**config.mk**
```make
export PLATFORM = sky130hd
export DESIGN_NAME = mbox_regs
export DESIGN_NICKNAME = d
export VERILOG_FILES = /design/src/rtl/mbox_pkg.sv /design/src/rtl/mbox_decode.sv /design/src/rtl/mbox_fifo.sv /design/src/rtl/mbox_irq.sv /design/src/rtl/mbox_regs.sv
export SDC_FILE = /design/constraint.sdc
export NUM_CORES = 1
export LEC_CHECK = 0
export BUFFER_PORTS_ARGS = -buffer_cell sky130_fd_sc_hd__buf_2
export CAP_MARGIN = 20
export CORE_MARGIN = 2
export CORE_UTILIZATION = 34
export DETAILED_ROUTE_END_ITERATION = 6
export RECOVER_POWER = 25
export SLEW_MARGIN = 20
export SYNTH_ARGS = -nofsm -noshare
export SYNTH_HDL_FRONTEND = slang
export SYNTH_SLANG_ARGS = --single-unit
```
**constraint.sdc**
```tcl
create_clock -name clk -period 5.8 [get_ports clk]
set_input_delay 0.87 -clock clk [delete_from_list [all_inputs] [get_ports clk]]
set_output_delay 0.87 -clock clk [all_outputs]
set_load 0.02 [all_outputs]
```
**src/rtl/mbox_pkg.sv**
```systemverilog
// Shared constants and types for the inbound mailbox register block.
// Assumes a 32-bit register port whose decode uses only the low 8 address bits.
package mbox_pkg;
    localparam logic [31:0] MBOX_EMPTY_WORD = 32'h0000_000F;

    localparam logic [3:0] OFF_POP_NIB = 4'h8;   // 0x80..0x8C pop window
    localparam logic [7:0] OFF_PEEK    = 8'h90;
    localparam logic [7:0] OFF_STAT    = 8'h98;
    localparam logic [7:0] OFF_CFG     = 8'h9C;
    localparam logic [7:0] OFF_OBSTAT  = 8'hB8;

    localparam int STAT_FULL_BIT  = 31;
    localparam int STAT_EMPTY_BIT = 30;
    localparam int CFG_EN_BIT     = 0;
    localparam int CFG_PEND_BIT   = 4;

    typedef enum logic [2:0] {
        SEL_NONE,
        SEL_POP,
        SEL_PEEK,
        SEL_STAT,
        SEL_CFG,
        SEL_OBSTAT
    } reg_sel_e;
endpackage

```
**src/rtl/mbox_decode.sv**
```systemverilog
// Register decoder: qualifies a host access (all lanes, word aligned) and
// maps the low 8 address bits to a register select.
// Assumes ADDR_W >= 8; upper address bits are deliberately not decoded.
module mbox_decode
    import mbox_pkg::*;
#(
    parameter int ADDR_W = 12
) (
    input  logic              clk,
    input  logic              rst_n,
    input  logic              req_valid,
    input  logic              req_write,
    input  logic [ADDR_W-1:0] req_addr,
    input  logic [3:0]        req_be,
    output reg_sel_e          rd_sel,
    output logic              pop_req,
    output logic              cfg_wr
);
    logic [7:0] offs;
    logic       acc_ok;
    reg_sel_e   sel;

    // Qualify the access and pick the addressed register.
    always_comb begin
        offs   = req_addr[7:0];
        acc_ok = req_valid && (req_be == 4'hF) && (offs[1:0] == 2'b00);
        if (offs[7:4] == OFF_POP_NIB)  sel = SEL_POP;
        else if (offs == OFF_PEEK)     sel = SEL_PEEK;
        else if (offs == OFF_STAT)     sel = SEL_STAT;
        else if (offs == OFF_CFG)      sel = SEL_CFG;
        else if (offs == OFF_OBSTAT)   sel = SEL_OBSTAT;
        else                           sel = SEL_NONE;
    end

    // Split the qualified access into read select and side effects.
    always_comb begin
        rd_sel  = (acc_ok && !req_write) ? sel : SEL_NONE;
        pop_req = acc_ok && !req_write && (sel == SEL_POP);
        cfg_wr  = acc_ok && req_write && (sel == SEL_CFG);
    end

    p_pop_is_read_r2: assert property (@(posedge clk) disable iff (!rst_n)
        pop_req |-> (req_valid && !req_write && req_be == 4'hF));
    p_cfg_wr_full_lanes_r9: assert property (@(posedge clk) disable iff (!rst_n)
        cfg_wr |-> (req_be == 4'hF && req_addr[1:0] == 2'b00));
endmodule

```
**src/rtl/mbox_fifo.sv**
```systemverilog
// Shift-down word store: slot 0 is always the oldest word. Free slots hold
// the sentinel, so slot 0 reads the sentinel whenever the store is empty.
// Assumes push is accepted only when not full; pop only when not empty.
module mbox_fifo
    import mbox_pkg::*;
#(
    parameter int DEPTH = 32,
    parameter int DW    = 32,
    localparam int CNT_W = $clog2(DEPTH + 1)
) (
    input  logic             clk,
    input  logic             rst_n,
    input  logic             push_valid,
    input  logic [DW-1:0]    push_data,
    input  logic             pop_req,
    output logic [DW-1:0]    head,
    output logic             full,
    output logic             empty,
    output logic             push_ok,
    output logic             nonempty_next
);
    localparam logic [DW-1:0] SENT = DW'(MBOX_EMPTY_WORD);

    logic [DW-1:0]    slot_q [DEPTH];
    logic [CNT_W-1:0] cnt_q;
    logic [CNT_W-1:0] cnt_next;
    logic             pop_ok;

    // Flags and accepted operations for this cycle.
    always_comb begin
        full          = (cnt_q == CNT_W'(DEPTH));
        empty         = (cnt_q == '0);
        push_ok       = push_valid && !full;
        pop_ok        = pop_req && !empty;
        cnt_next      = cnt_q + CNT_W'(push_ok) - CNT_W'(pop_ok);
        nonempty_next = (cnt_next != '0);
        head          = slot_q[0];
    end

    // Occupancy counter.
    always_ff @(posedge clk) begin
        if (!rst_n) cnt_q <= '0;
        else        cnt_q <= cnt_next;
    end

    for (genvar i = 0; i < DEPTH; i++) begin : g_slot
        logic [DW-1:0] above;
        if (i == DEPTH - 1) begin : g_top
            assign above = SENT;
        end else begin : g_mid
            assign above = slot_q[i+1];
        end

        // Per-slot update: shift on pop, capture push at the tail.
        always_ff @(posedge clk) begin
            if (!rst_n) begin
                slot_q[i] <= SENT;
            end else if (pop_ok) begin
                if (push_ok && (CNT_W'(i) == cnt_q - 1'b1)) slot_q[i] <= push_data;
                else                                        slot_q[i] <= above;
            end else if (push_ok && (CNT_W'(i) == cnt_q)) begin
                slot_q[i] <= push_data;
            end
        end
    end

    p_cnt_bound_r3: assert property (@(posedge clk) disable iff (!rst_n)
        cnt_q <= CNT_W'(DEPTH));
    p_full_reject_r3: assert property (@(posedge clk) disable iff (!rst_n)
        (full && !pop_req) |=> full);
    p_empty_pop_r4: assert property (@(posedge clk) disable iff (!rst_n)
        (empty && !push_valid) |=> empty);
    p_head_sentinel_r12: assert property (@(posedge clk) disable iff (!rst_n)
        empty |-> (head == SENT));
    p_flags_excl_r4: assert property (@(posedge clk) disable iff (!rst_n)
        !(full && empty));
endmodule

```
**src/rtl/mbox_irq.sv**
```systemverilog
// Interrupt enable register and registered data-available interrupt.
// Assumes nonempty_next reflects the store occupancy after this edge.
module mbox_irq (
    input  logic clk,
    input  logic rst_n,
    input  logic cfg_wr,
    input  logic en_wdata,
    input  logic nonempty_next,
    input  logic nonempty_now,
    output logic en_q,
    output logic irq
);
    logic en_next;

    // Only the enable bit is writable.
    always_comb en_next = cfg_wr ? en_wdata : en_q;

    // Enable register and interrupt flop, updated on the same edge.
    always_ff @(posedge clk) begin
        if (!rst_n) begin
            en_q <= 1'b0;
            irq  <= 1'b0;
        end else begin
            en_q <= en_next;
            irq  <= en_next && nonempty_next;
        end
    end

    p_irq_track_r7: assert property (@(posedge clk) disable iff (!rst_n)
        irq == (en_q && nonempty_now));
    p_cfg_write_r6: assert property (@(posedge clk) disable iff (!rst_n)
        cfg_wr |=> (en_q == $past(en_wdata)));
endmodule

```
**src/rtl/mbox_regs.sv**
```systemverilog
// Inbound mailbox register block top: peripheral push port, host register
// port with pop window, peek, status, config and outbound-status registers.
// Assumes single-cycle host accesses; read data is combinational.
module mbox_regs
    import mbox_pkg::*;
#(
    parameter int DEPTH  = 32,
    parameter int ADDR_W = 12
) (
    input  logic              clk,
    input  logic              rst_n,
    input  logic              push_valid,
    input  logic [31:0]       push_data,
    output logic              push_ready,
    input  logic              req_valid,
    input  logic              req_write,
    input  logic [ADDR_W-1:0] req_addr,
    input  logic [3:0]        req_be,
    input  logic [31:0]       req_wdata,
    output logic [31:0]       rd_data,
    input  logic [31:0]       ob_status,
    output logic              irq
);
    localparam int DW = 32;

    reg_sel_e      rd_sel;
    logic          pop_req;
    logic          cfg_wr;
    logic [DW-1:0] head;
    logic          full;
    logic          empty;
    logic          push_ok;
    logic          nonempty_next;
    logic          en_q;
    logic [DW-1:0] stat_word;
    logic [DW-1:0] cfg_word;

    mbox_decode #(.ADDR_W(ADDR_W)) i_dec (
        .clk      (clk),
        .rst_n    (rst_n),
        .req_valid(req_valid),
        .req_write(req_write),
        .req_addr (req_addr),
        .req_be   (req_be),
        .rd_sel   (rd_sel),
        .pop_req  (pop_req),
        .cfg_wr   (cfg_wr)
    );

    mbox_fifo #(.DEPTH(DEPTH), .DW(DW)) i_fifo (
        .clk          (clk),
        .rst_n        (rst_n),
        .push_valid   (push_valid),
        .push_data    (push_data),
        .pop_req      (pop_req),
        .head         (head),
        .full         (full),
        .empty        (empty),
        .push_ok      (push_ok),
        .nonempty_next(nonempty_next)
    );

    mbox_irq i_irq (
        .clk          (clk),
        .rst_n        (rst_n),
        .cfg_wr       (cfg_wr),
        .en_wdata     (req_wdata[CFG_EN_BIT]),
        .nonempty_next(nonempty_next),
        .nonempty_now (!empty),
        .en_q         (en_q),
        .irq          (irq)
    );

    // Assemble the status and config words.
    always_comb begin
        stat_word                 = '0;
        stat_word[STAT_FULL_BIT]  = full;
        stat_word[STAT_EMPTY_BIT] = empty;
        cfg_word                  = '0;
        cfg_word[CFG_EN_BIT]      = en_q;
        cfg_word[CFG_PEND_BIT]    = !empty;
        push_ready                = !full;
    end

    // Read-data multiplexer.
    always_comb begin
        case (rd_sel)
            SEL_POP, SEL_PEEK: rd_data = head;
            SEL_STAT:          rd_data = stat_word;
            SEL_CFG:           rd_data = cfg_word;
            SEL_OBSTAT:        rd_data = ob_status;
            default:           rd_data = '0;
        endcase
    end

    p_push_ready_r3: assert property (@(posedge clk) disable iff (!rst_n)
        (push_valid && !push_ready) |-> !push_ok);
    p_empty_pop_data_r4: assert property (@(posedge clk) disable iff (!rst_n)
        (pop_req && empty) |-> (rd_data == MBOX_EMPTY_WORD));
endmodule

```
==> flow_metrics.env, run 1 <==
export IMPL_worst_r2r_path_depth=10
export IMPL_worst_path_most_repeated_cell="inv_1"
export IMPL_clkLatencyLatePin_ps=730
export IMPL_antenna_cells=0
export IMPL_hpwl_um=72600
export IMPL_worst_setup_path_end_kind="register"
export IMPL_postRouteAntennaNets=0
export IMPL_area_growth_pct=13.0
export IMPL_clock_sinks=1032
export IMPL_grt_max_degree=37
export IMPL_grt_pass1_wl_um=173000
export IMPL_avgSynthCellArea_um2=16.0
export IMPL_core_um2=129000
export IMPL_port_buffers=115
export IMPL_clk_pin_slew_ps=80
export IMPL_fillers=12000
export IMPL_wl_um=117000
export IMPL_synth_nets=2897
export IMPL_violations="capacitance limit, slew limit"
export IMPL_skew_ps=34.8
export IMPL_drtIter0Drc=2925
export IMPL_path_cells="inv_1, ha_1, nand4bb_1, and2_0, inv_1, nor3_4, buf_4, nand4_1, o22ai_4, a22o_1"
export IMPL_post_cts_resized=0
export IMPL_worstSetupEndpoint="i_fifo.slot_q[0][120]"
export IMPL_dr_pass1_iters=5
export IMPL_post_cts_buffers=0
export IMPL_synth_distinct_cells=73
export IMPL_die_h_um=365
export IMPL_slew_headroom_pct=-26.7
export IMPL_netlist_area_um2=44300
export IMPL_worstSetupPathType="register to register"
export IMPL_status="finished, violations left"
export IMPL_yosys_warnings=0
export IMPL_numCtsBuffers=103
export IMPL_clockRootBuffer="clkbuf_16"
export IMPL_r2r_end="i_fifo.slot_q[0][120]"
export IMPL_drcViolationCount=0
export IMPL_p_comb_share_pct=9.1
export IMPL_p_switching_uw=4270
export IMPL_ys_seq_elements=1032
export IMPL_fin_nets=2945
export IMPL_tightestPinTransition_ps=1890
export IMPL_holdBufCountCts=0
export IMPL_required_ps=6360
export IMPL_p_clk_share_pct=40.1
export IMPL_hold_viol=0
export IMPL_setup_tns_ps=0
export IMPL_critPathLaunchType="register"
export IMPL_reg2reg_from="i_fifo.cnt_q[2]"
export IMPL_hold_class="register to register"
export IMPL_finalCritPeriodShare_pct=88.1
export IMPL_fmax_mhz=196
export IMPL_p_per_area_nw_per_um2=343
export IMPL_grt_ovfl_total=0
export IMPL_synthFlopType="edfxtp_1"
export IMPL_seqPwrFrac_pct=50.7
export IMPL_vias=26500
export IMPL_io_pins=151
export IMPL_synth_cells=2764
export IMPL_die_area_um2=133000
export IMPL_synth_seq_area_share_pct=69.7
export IMPL_cap_violations=1
export IMPL_ir_worst_vdd_mv=0.330
export IMPL_cp_top_family="simple AND/OR/NAND/NOR gates"
export IMPL_crit_buf_inv=3
export IMPL_cpPeakStageDelay_ps=940
export IMPL_grt_usage_pct=17.3
export IMPL_drt_wirelength_per_cell_um=25.2
export IMPL_cts_tree="done"
export IMPL_final_common_cell="edfxtp_1"
export IMPL_post_route_util_pct=38.7
export IMPL_arrival_ps=5670
export IMPL_drive_gt1_share_pct=14.7
export IMPL_final_cell_mix="edfxtp_1 (1024), a22o_1 (868), o22a_1 (134), clkbuf_16 (104), buf_2 (85)"
export IMPL_htreeDepth=3
export IMPL_ff2ff_setup_slack_ps=690
export IMPL_first_global_vias=25800
export IMPL_rsz0062_at_grt="no"
export IMPL_vias_per_cell=5.71
export IMPL_cp_slowest_cell="o22ai_4"
export IMPL_p_leak_uw=0.0165
export IMPL_antenna_found_initial=1
export IMPL_cp_depth=10
export IMPL_gp_congestion=0.949
export IMPL_startpoint="i_fifo.cnt_q[2]"
export IMPL_power_share_switching_pct=24.9
export IMPL_synth_edf_count=1024
export IMPL_internal_power_uw=12900
export IMPL_clockBufferDepth=3
export IMPL_finalMaxSlewViolations=29
export IMPL_die_x_um=365
export IMPL_num_rows=132
export IMPL_start_util_pct=34.2
export IMPL_finalSetupViolCount=0
export IMPL_async_flop_share_pct=0
export IMPL_crit_fanout=28
export IMPL_period_minus_slack_ps=5110
==> Yosys cell counts (all sizes together), types with 2 or more instances <==
master   instances  area (µm²)
edfxtp        1024       30700
a22o           868        7600
clkbuf         162         608
o22a           134        1170
buf            106         689
nor2            69         269
o21ai           61         343
a21oi           44         277
nand2           40         175
mux2i           31         310
nor2b           30         188
o22ai           26         475
nand3           19         105
inv             17        63.8
nor3            16        96.4
ha              15         188
nand4           10         138
or2             10        62.6
dfxtp            8         160
xnor2            8        70.1
and2             5        32.5
nor4             5        58.8
nor4b            5        50.0
o21a             5        37.5
or3              5        31.3
a21o             4        30.0
nand2b           4        25.0
a21boi           3        22.5
o21bai           3        22.5
or4              3        30.0
xor2             3        26.3
a31oi            2        18.8
and4             2        17.5
nand3b           2        15.0
nand4bb          2        43.8
or4b             2        23.8
==> power by group through the flow <==
stage | Sequential (µW) | Combinational, µW | Clock (µW)
after global routing | 8740 | 1660 | 7290
after detailed placement | 8870 | 1580 | 0
final | 8720 | 1570 | 6890
after floorplan | 8820 | 977 | 0
after global placement | 8870 | 1580 | 0
after CTS | 8720 | 1590 | 7010
==> through the flow <==
stage               std cells  hold slack, ps  setup slack (ps)  cell area, µm²  total power [µW]
global placement         4447             507              1030           46800             10400
finish                   4642             505               693           50100             17200
floorplan                2764             479              1220           44300              9800
global route             4642             511               577           50100             17700
detailed placement       4447             514               986           46800             10500
CTS                      4640             496               939           50300             17300
==> kinds of logic (layout without fill, tap and decap cells) <==
group	after synthesis	in the layout	share of synthesized area [%]
AOI/OAI and AO/OA	1155	1155	22.7
xor gates and xnor gates	11	11	0.217
adders and majority gates	16	16	0.468
buffers and inverters	286	422	3.08
DFF	1032	1032	69.7
muxes	31	31	0.700
and+or+nand+nor	233	233	3.16
==> state kept, by name, summed over array words and instances (netlist names) <==
name           count
i_fifo.cnt_q       6
i_fifo.slot_q   1024
i_irq.en_q         1
i_irq.irq          1
==> worst register-to-register path, cell delays in order (launching register included) <==
cell and delay (ps):
dfxtp_1 820, inv_1 390, ha_1 380, nand4bb_1 370
and2_0 400, inv_1 210, nor3_4 210, buf_4 240
nand4_1 720, o22ai_4 950, a22o_1 270
==> routing by layer <==
metal  GRT usage (%)  vias to the layer above  wire [µm]
met5               0                        -          0
met1            23.5                    13700      51000
li1                -                    11600          -
met2            27.6                      921      54500
met3            3.00                      203       6960
met4            6.58                        0       4440
==> how the worst min path moves through the flow <==
stage / start / endpoint / cells past startpoint
after floorplan: i_irq.en_q / i_irq.en_q / 2
after global placement: i_fifo.slot_q[1][355] / i_fifo.slot_q[1][323] / 1
after detailed placement: i_fifo.slot_q[0][288] / i_fifo.slot_q[0][256] / 1
after CTS: i_fifo.slot_q[0][221] / i_fifo.slot_q[0][189] / 1
after global routing: i_fifo.slot_q[0][221] / i_fifo.slot_q[0][189] / 1
final: i_fifo.slot_q[0][221] / i_fifo.slot_q[0][189] / 1
==> cell type report <==
cell class | instances | area (µm²) | share of cell area (%)
Inverter | 18 | 67.6 | 0.135
Timing Repair Buffer | 211 | 1250 | 2.50
Tap cell | 1742 | 2180 | 4.35
Clock buffer | 129 | 2700 | 5.38
Multi-Input combinational cell | 1446 | 12200 | 24.4
Sequential cell | 1032 | 30900 | 61.7
Clock inverter | 64 | 786 | 1.57
(Power assumes the default switching activity.)
==> inputs of run 2 (changes only) <==
Settings changed: ABC_AREA set to 1.
==> run 2 against run 1 <==
Net effect: first-iteration DRC count rose by 18%; clock-buffer cell count fell by 4; sequential share of layout area fell by 2.2 points; flip-flop and latch count did not move; the flow still finishes with violations (capacitance limit, slew limit); highest routed layer unchanged; final cell count rose by 43%; critical endpoint is now i_fifo.slot_q[0][483].
==> flow_metrics.env, run 2 <==
export IMPL_status="finished, violations left"
export IMPL_violations="capacitance limit, slew limit"
export IMPL_cap_violations=17
export IMPL_reg2reg_from="i_fifo.cnt_q[2]"
export IMPL_yosys_top_cells_count="nand2_1 (2733), edfxtp_1 (1024), nor3_1 (144)"
export IMPL_cts_tree="done"
export IMPL_clock_sinks=1032
export IMPL_largest_register="i_fifo.slot_q"
export IMPL_cp_top_family="simple AND/OR/NAND/NOR gates"
export IMPL_port_buffers=115
export IMPL_vias=32000
export IMPL_die_h_um=375
export IMPL_io_pins=151
export IMPL_num_rows=136
export IMPL_netlist_area_um2=46700
export IMPL_cp_slowest_cell="nand2_1"
export IMPL_worstSetupPathType="register to register"
export IMPL_hold_class="register to register"
export IMPL_crit_buf_inv=2
export IMPL_ff2ff_setup_slack_ps=880
export IMPL_synthFlopType="edfxtp_1"
export IMPL_p_leak_uw=0.0217
export IMPL_finalSetupViolCount=0
export IMPL_period_minus_slack_ps=4920
export IMPL_grt_max_degree=75
export IMPL_gp_congestion=0.838
export IMPL_holdBufCountCts=0
export IMPL_synth_seq_area_share_pct=66.1
export IMPL_r2r_end="i_fifo.slot_q[0][483]"
export IMPL_grt_ovfl_total=0
export IMPL_yosys_warnings=0
export IMPL_slew_headroom_pct=-31.5
export IMPL_die_area_um2=140000
export IMPL_post_cts_resized=0
export IMPL_synth_edf_count=1024
export IMPL_clockBufferDepth=3
export IMPL_largest_reg_flops=1024
export IMPL_fillers=13400
export IMPL_synth_most_common_cell="nand2_1"
export IMPL_area_growth_pct=11.2
export IMPL_path_cells="inv_1, ha_1, nand3_1, nand2_1, inv_2, nand4_2, nor2_1, nand3_1, nand2_1, a21oi_1"
export IMPL_ys_seq_elements=1032
export IMPL_dp_cells=6453
export IMPL_fin_cells=6647
export IMPL_post_cts_buffers=0
export IMPL_worst_r2r_path_depth=10
export IMPL_whs_ps=498
export IMPL_hpwl_um=76900
export IMPL_first_global_vias=29600
export IMPL_async_flop_share_pct=0
export IMPL_numCtsBuffers=107
export IMPL_hold_viol=0
export IMPL_synth_top_cell_area_share_pct=65.8
export IMPL_fin_nets=4902
export IMPL_worst_setup_path_end_kind="register"
export IMPL_drt_wirelength_per_cell_um=18.5
export IMPL_drcViolationCount=0
export IMPL_core_um2=137000
export IMPL_drive_gt1_share_pct=8.59
export IMPL_fmax_mhz=203
export IMPL_antenna_found_initial=0
export IMPL_crit_fanout=32
export IMPL_required_ps=6210
export IMPL_final_cell_mix="nand2_1 (2732), edfxtp_1 (1024), nor3_1 (144), a21oi_1 (141), nand3_1 (125)"
export IMPL_die_x_um=375
export IMPL_drtIter0Drc=3453
export IMPL_dr_pass1_iters=6
export IMPL_setup_tns_ps=0
export IMPL_synth_largest_area_cell="edfxtp_1"
export IMPL_clkLatencyLatePin_ps=710
export IMPL_final_common_cell="nand2_1"
export IMPL_min_from="i_fifo.slot_q[0][478]"
export IMPL_rsz0062_at_grt="no"
export IMPL_synth_area_leaders="edfxtp_1 (66%), nand2_1 (22%), nor3_1 (1.5%), a21oi_1 (1.5%), nand3_1 (1.3%)"
export IMPL_htreeDepth=3
export IMPL_synth_nets=4904
export IMPL_postRouteAntennaNets=0
export IMPL_wl_um=123000
export IMPL_cpPeakStageDelay_ps=800
export IMPL_vias_per_cell=4.81
export IMPL_skew_ps=35.9
export IMPL_finalMaxSlewViolations=561
export IMPL_synth_cells=4771
export IMPL_grt_pass1_wl_um=186000
export IMPL_synth_distinct_cells=35
export IMPL_min_to="i_fifo.slot_q[0][446]"
export IMPL_reg_top3="i_fifo.slot_q: 1024 flops, i_fifo.cnt_q: 6 flops"
export IMPL_antenna_cells=0
export IMPL_clockRootBuffer="clkbuf_16"
export IMPL_grt_usage_pct=17.3
export IMPL_finalCritPeriodShare_pct=84.8
export IMPL_clk_pin_slew_ps=60
export IMPL_arrival_ps=5330
export IMPL_whs_path_depth=2
export IMPL_critPathLaunchType="register"
export IMPL_ir_worst_vdd_mv=0.238
export IMPL_tightestPinTransition_ps=1970
export IMPL_avgSynthCellArea_um2=9.80
export IMPL_start_util_pct=34.1
export IMPL_p_per_area_nw_per_um2=321
==> run 2: where the power goes <==
| part | leakage, µW | switching, µW | internal (µW) | total [µW] |
|---|---|---|---|---|
| Combinational | 0.00979 | 964 | 233 | 1200 |
| Sequential | 0.0102 | 126 | 8540 | 8660 |
| Clock | 0.00168 | 2930 | 3920 | 6850 |
==> run 2: final cells by class <==
class                      count  area [µm²]  share of cell area, %
clock inverter                68         708                   1.36
clock buffer                 125        2750                   5.28
multi-input combinational   3363       14000                   26.9
inverter                      62         233                  0.448
tap                         1794        2240                   4.32
sequential                  1032       30900                   59.5
timing repair buffer         203        1180                   2.27
==> run 2: layer usage <==
metal / share of wire (%) / vias to the layer above / GRT usage (%)
met4: 2.9 / 0 / 5.30
met3: 7.8 / 182 / 2.70
li1: - / 15700 / -
met1: 44 / 15000 / 24.8
met2: 45 / 1198 / 26.9
met5: 0 / - / 0
==> run 2: how the worst max path moves through the flow <==
stage,depth (start not counted),startpoint,slack [ps],end
floorplan,16,req_addr[0],2420,i_irq.irq
global placement,10,req_addr[0],980,rd_data[17]
detailed placement,10,req_addr[0],960,rd_data[15]
CTS,10,req_addr[0],930,rd_data[15]
global route,10,i_fifo.cnt_q[2],360,i_fifo.slot_q[0][483]
finish,10,i_fifo.cnt_q[2],880,i_fifo.slot_q[0][483]
==> run 2: through the flow <==
step	worst slack (ps)	power, µW	area (µm²)	util, %
finish	884	16700	52000	38.0
global route	361	17200	52000	38.0
CTS	932	16800	52000	38.0
detailed placement	958	10000	48600	35.5
global placement	978	9990	48600	35.5
floorplan	2420	9580	46700	-
==> run 2: cells by family after synthesis <==
kind of cell	share of synthesized area (%)
fa+ha+maj	0.444
simple gates	27.3
flops	66.1
xor+xnor	0.110
buf+inv	4.02
compound gates	2.01
==> run 2: tightest hold or removal path, stage by stage, from the launching register on <==
cell      delay, ps
edfxtp_1        320
nand2_1          50
nand2_1          50
